`src/rtl/wdog_pkg.sv`:
```
// Shared types for the watchdog block.
// Assumes: a single clock domain apart from the external heartbeat input.
package wdog_pkg;
    typedef enum logic {
        MON_PIN      = 1'b0,
        MON_INTERNAL = 1'b1
    } mon_src_e;
endpackage

```
`src/rtl/wdog_sync.sv`:
```
// Multi-stage synchronizer for one asynchronous bit.
// Assumes: STAGES >= 2; reset clears the chain to 0.
module wdog_sync #(
    parameter int STAGES = 2
) (
    input  logic clk,
    input  logic rst_n,
    input  logic din,
    output logic dout
);
    logic [STAGES-1:0] chain;

    // Capture the input into the first stage.
    always_ff @(posedge clk) begin
        if (!rst_n) chain[0] <= 1'b0;
        else        chain[0] <= din;
    end

    generate
        for (genvar i = 1; i < STAGES; i++) begin : g_stage
            // Shift the value one stage further along.
            always_ff @(posedge clk) begin
                if (!rst_n) chain[i] <= 1'b0;
                else        chain[i] <= chain[i-1];
            end
        end
    endgenerate

    assign dout = chain[STAGES-1];
endmodule

```
`src/rtl/wdog_edge.sv`:
```
// Detects either edge of a synchronized level.
// Assumes: input is already synchronous to clk; output is combinational.
module wdog_edge (
    input  logic clk,
    input  logic rst_n,
    input  logic level_i,
    output logic toggle_o
);
    logic level_q;

    // Remember the previous level for comparison.
    always_ff @(posedge clk) begin
        if (!rst_n) level_q <= 1'b0;
        else        level_q <= level_i;
    end

    assign toggle_o = level_i ^ level_q;
endmodule

```
`src/rtl/wdog_count.sv`:
```
// Timeout counter with expiry pulse and service waveform.
// Assumes: TIMEOUT >= 32 so the self-service clear lands before the last count.
module wdog_count #(
    parameter int TIMEOUT = 80_000_000
) (
    input  logic clk,
    input  logic rst_n,
    input  logic hold_i,
    input  logic clear_i,
    output logic expire_o,
    output logic svc_o
);
    localparam int CW       = $clog2(TIMEOUT);
    localparam int HI_START = TIMEOUT - TIMEOUT / 8;
    localparam logic [CW-1:0] LAST   = CW'(TIMEOUT - 1);
    localparam logic [CW-1:0] HI_CNT = CW'(HI_START);

    logic [CW-1:0] cnt;
    logic          exp_q;

    // Advance, clear or wrap the count, and flag the wrap as expiry.
    always_ff @(posedge clk) begin
        if (!rst_n || hold_i) begin
            cnt   <= '0;
            exp_q <= 1'b0;
        end else if (clear_i) begin
            cnt   <= '0;
            exp_q <= 1'b0;
        end else if (cnt == LAST) begin
            cnt   <= '0;
            exp_q <= 1'b1;
        end else begin
            cnt   <= cnt + 1'b1;
            exp_q <= 1'b0;
        end
    end

    assign expire_o = exp_q;
    assign svc_o    = (cnt >= HI_CNT);
endmodule

```
`src/rtl/wdog_selfserve.sv`:
```
// Watchdog timer top: selects the monitored source, synchronizes it,
// detects edges and runs the timeout counter.
// Assumes: rst_n synchronous active-low; sys_hold_i synchronous to clk.
module wdog_selfserve #(
    parameter int TIMEOUT     = 80_000_000,
    parameter int SYNC_STAGES = 2
) (
    input  logic clk,
    input  logic rst_n,
    input  logic sys_hold_i,
    input  logic wdi_i,
    input  logic wdi_drv_en_i,
    input  logic mon_sel_i,
    output logic expire_o,
    output logic svc_drive_o
);
    import wdog_pkg::*;

    mon_src_e src;
    logic     pin_lvl;
    logic     mon_lvl;
    logic     mon_sync;
    logic     toggle;
    logic     svc;

    // Resolve the pin level and the monitored source.
    always_comb begin
        src     = mon_src_e'(mon_sel_i);
        pin_lvl = wdi_drv_en_i ? wdi_i : svc;
        mon_lvl = (src == MON_INTERNAL) ? svc : pin_lvl;
    end

    wdog_sync #(.STAGES(SYNC_STAGES)) u_sync (
        .clk   (clk),
        .rst_n (rst_n),
        .din   (mon_lvl),
        .dout  (mon_sync)
    );

    wdog_edge u_edge (
        .clk      (clk),
        .rst_n    (rst_n),
        .level_i  (mon_sync),
        .toggle_o (toggle)
    );

    wdog_count #(.TIMEOUT(TIMEOUT)) u_count (
        .clk      (clk),
        .rst_n    (rst_n),
        .hold_i   (sys_hold_i),
        .clear_i  (toggle),
        .expire_o (expire_o),
        .svc_o    (svc)
    );

    assign svc_drive_o = svc;
endmodule

```
`config.mk`:
```
export PLATFORM = sky130hd
export DESIGN_NAME = wdog_selfserve
export DESIGN_NICKNAME = d
export VERILOG_FILES = /design/src/rtl/wdog_pkg.sv /design/src/rtl/wdog_sync.sv /design/src/rtl/wdog_edge.sv /design/src/rtl/wdog_count.sv /design/src/rtl/wdog_selfserve.sv
export SDC_FILE = /design/constraint.sdc
export NUM_CORES = 1
export LEC_CHECK = 0
export ABC_CLOCK_PERIOD_IN_PS = 4490
export BUFFER_PORTS_ARGS = -buffer_cell sky130_fd_sc_hd__buf_2
export CORE_MARGIN = 1.5
export CORE_UTILIZATION = 44
export DETAILED_ROUTE_END_ITERATION = 12
export PLACE_DENSITY = 0.7
export SLEW_MARGIN = 10
export SYNTH_ARGS = -nofsm -noshare
export SYNTH_HDL_FRONTEND = slang
export SYNTH_SLANG_ARGS = --single-unit
```
`constraint.sdc`:
```
create_clock -name clk -period 4.49 [get_ports clk]
set_clock_uncertainty 0.2 [all_clocks]
set_input_delay 0.2245 -clock clk [delete_from_list [all_inputs] [get_ports clk]]
set_output_delay 0.2245 -clock clk [all_outputs]
set_load 0.1 [all_outputs]
```
==> impl_results.md <==
* Mean post-synth cell area at 8.48 µm²
* Max IR drop VDD at 0.139 mV
* Syn Std Cell Area at 0.00153 mm²
* Cell with the most instances after synthesis: dfxtp_1
* Post-synth top cells: dfxtp_1, nor2_1, nand3_1, a21oi_1, or4_1
* CTS Hold Bufs at 3
* R2r worst-path depth at 4
* Area leader, netlist: dfxtp_1
* CP max FO at 5
* Largest net degree at the start of global routing at 26
* Routed Wire Length at 3.26 mm
* Seq/Total Area, Yosys at 40.7%
* First-pass GRT wire length at 5.24 mm
* I/O pins at 8
* Worst r2r src: u_count.cnt[10]$_SDFF_PP0_
* Slew Viols, Final at 0
* Hold Startpoint: wdi_i
* Clock Tree Buf Depth at 2
* Multi-input logic area at 857 µm²
* Clock-pin transition on the worst setup and hold timing paths at 90 ps
* Slowest stage delay, CP at 560 ps
* Min Hold Slack at 14.0 ps
* Data required, critical path at 4070 ps
* Synth Register Bits at 31
* Share of layout cells above drive strength 1 at 11.0%
* Initial Util at 45.7%
* Core Area at 0.00334 mm²
* R2R Setup Slk at 2250 ps
* Synth Net Count at 188
* Worst Setup SP: u_count.cnt[23]$_SDFF_PP0_
* Vias in the first global route at 1186
* FF+latch area at 621 µm²
* Asr flop ratio synth at 0%
* Initial DRC Count at 70
* Root buf cell: clkbuf_4
* Via/cell ratio at 5.81
* P_leak at 0.527 nW
* CP Class: register to output port
* Worst setup SP type: register
* Setup bufs post-CTS at 0
* Cts repair resizes at 0
* Clock tree from TritonCTS: built
* Cell Pwr Density at 261 mW/mm²
* Buffers on Ports at 7
* Initial antenna violation count at 0
* Hold Path Depth at 3
* Clock latency on the worst-skew pair at 330 ps
* Fillers at 338
* Overall Power at 0.434 mW
* CP Cell Sequence: or4_1 > nor3_1 > o211ai_1 > nand2_1 > buf_2
* Relative slew slack at 63.5%
* Total GRT Usage at 19.3%
* Syn Inst Count at 180
* Hold Fails Final Rpt at 0
* Synth top area cells: dfxtp_1, nand3_1, nor2_1
* Gr ovfl total at 0
* Post-route ant nets at 0
* Actual slew at the worst max-slew pin at 547 ps
* Dpl ws at 2270 ps
* Post-route setup TNS at 0 ps
* Num rows at 21
* Final setup margin at 1970 ps
* Ys Warns at 0
* Outcome: completed
* CP max stage cell: or4_1
* DRC violations left at 0
* H-tree depth at 2
* GP Congestion at 0.855
* Layout Cells excl Fill at 237
* Worst hold path type: primary input to register
* Ant diodes at 0
* Fin nets at 200
* Routed via count at 1377
* Cell variety after synth at 34
* Fin crit share at 56.1%
* Dpl hpwl at 2.34 mm
* Crit path time final at 2520 ps
* Post-synth EDFFs at 0
* Number of buffers created by CTS at 5
* Unrepaired setup endpoints after global routing: no
* Area grow syn2layout at 9.02%
* CTS Sinks at 31
* DP Cell Count at 228
* Max_cap viols at 0
* DR WL/cell at 13.8 µm
* # setup viols final at 0
* CP Capture Type: output port
* Die Y at 61.9 µm
* Die Width at 61.9 µm
* FMAX at 397 MHz
* Dominant synthesized flop cell: dfxtp_1
* Share of the synthesized area in the top cell type at 40.7%
* Worst path arrival time at 2100 ps
* Die area at 0.00383 mm²
* Number of detailed-route iterations in the first pass at 4
[sequential cells by signal, summed over array words and instances (netlist names)]
name / count
u_sync.dout: 1
u_sync.chain: 1
u_count.cnt: 27
u_count.expire_o: 1
u_edge.level_q: 1
[final cells by class]
cell class / instances / area share (%)
Clock buffer: 6 / 2.48
Inverter: 6 / 1.35
Multi-Input combinational cell: 138 / 51.5
Sequential cell: 31 / 37.3
Tap cell: 46 / 3.46
Timing Repair Buffer: 10 / 3.91
[critical path: cells and delay by family, from the launching register on]
kind / cells / cell delay [ps]
buffers and inverters: 1 / 420
AND/OR/NAND/NOR: 3 / 850
flip-flops: 1 / 370
AO/OA/AOI/OAI: 1 / 130
[cells in the final DEF (no fill, tap or decap), types with 2 or more instances in the layout]
master / synthesis / final
buf_2: 0 / 7
o31ai_1: 7 / 7
dfxtp_1: 31 / 31
ha_1: 2 / 2
or4_1: 9 / 9
and3_1: 5 / 5
clkbuf_4: 0 / 5
o21ai_0: 6 / 6
a31o_2: 2 / 2
nand3_1: 16 / 16
nand2_1: 8 / 8
or4_4: 2 / 2
and2_1: 4 / 4
a21oi_1: 12 / 12
inv_1: 6 / 6
nor2_1: 19 / 19
xor2_1: 7 / 7
nor4_1: 5 / 5
nand4_1: 7 / 7
xnor2_1: 7 / 7
nor3_1: 2 / 2
or3_1: 6 / 6
dlygate4sd3_1: 0 / 3
nand2b_1: 2 / 2
[kinds of logic (layout without fill, tap and decap cells)]
logic type / after synthesis / after routing / share of synthesized area (%)
AND/OR/NAND/NOR: 92 / 92 / 34.5
adder cells (fa/ha/maj): 2 / 2 / 1.64
flip-flops: 31 / 31 / 40.7
XOR/XNOR: 14 / 14 / 8.03
AO/OA/AOI/OAI: 30 / 30 / 12.0
buffers and inverters: 11 / 22 / 3.20
[metrics by stage]
step | cell area [µm²] | utilization (%)
2_1_floorplan | 1530 | -
3_5_place_dp | 1590 | 47.7
5_1_grt | 1660 | 49.9
4_1_cts | 1660 | 49.9
6_report | 1660 | 49.9
3_3_place_gp | 1590 | 47.7
[final timing paths]
kind                                                   end
worst max register to register  u_count.cnt[26]$_SDFF_PP0_
worst min register to register      u_sync.dout$_SDFF_PN0_
worst min-delay path            u_sync.chain[0]$_SDFF_PN0_
worst max-delay path                           svc_drive_o
[per-layer routing]
layer / wire [µm] / share of wire, % / GRT usage [%] / up-vias
li1: - / - / - / 690
met1: 1520 / 46 / 24.3 / 647
met2: 1540 / 47 / 30.2 / 32
met3: 139 / 4.3 / 5.59 / 8
met4: 64 / 2.0 / 9.73 / 0
met5: 0 / 0 / 0 / -
[power by group]
group          switching [mW]  internal (mW)  total [mW]  leakage (nW)
clock                  0.0879         0.0555       0.143        0.0242
combinational         0.00744        0.00577      0.0132         0.253
sequential            0.00120          0.276       0.278         0.250
No activity file was read; power rests on OpenSTA's default activity.
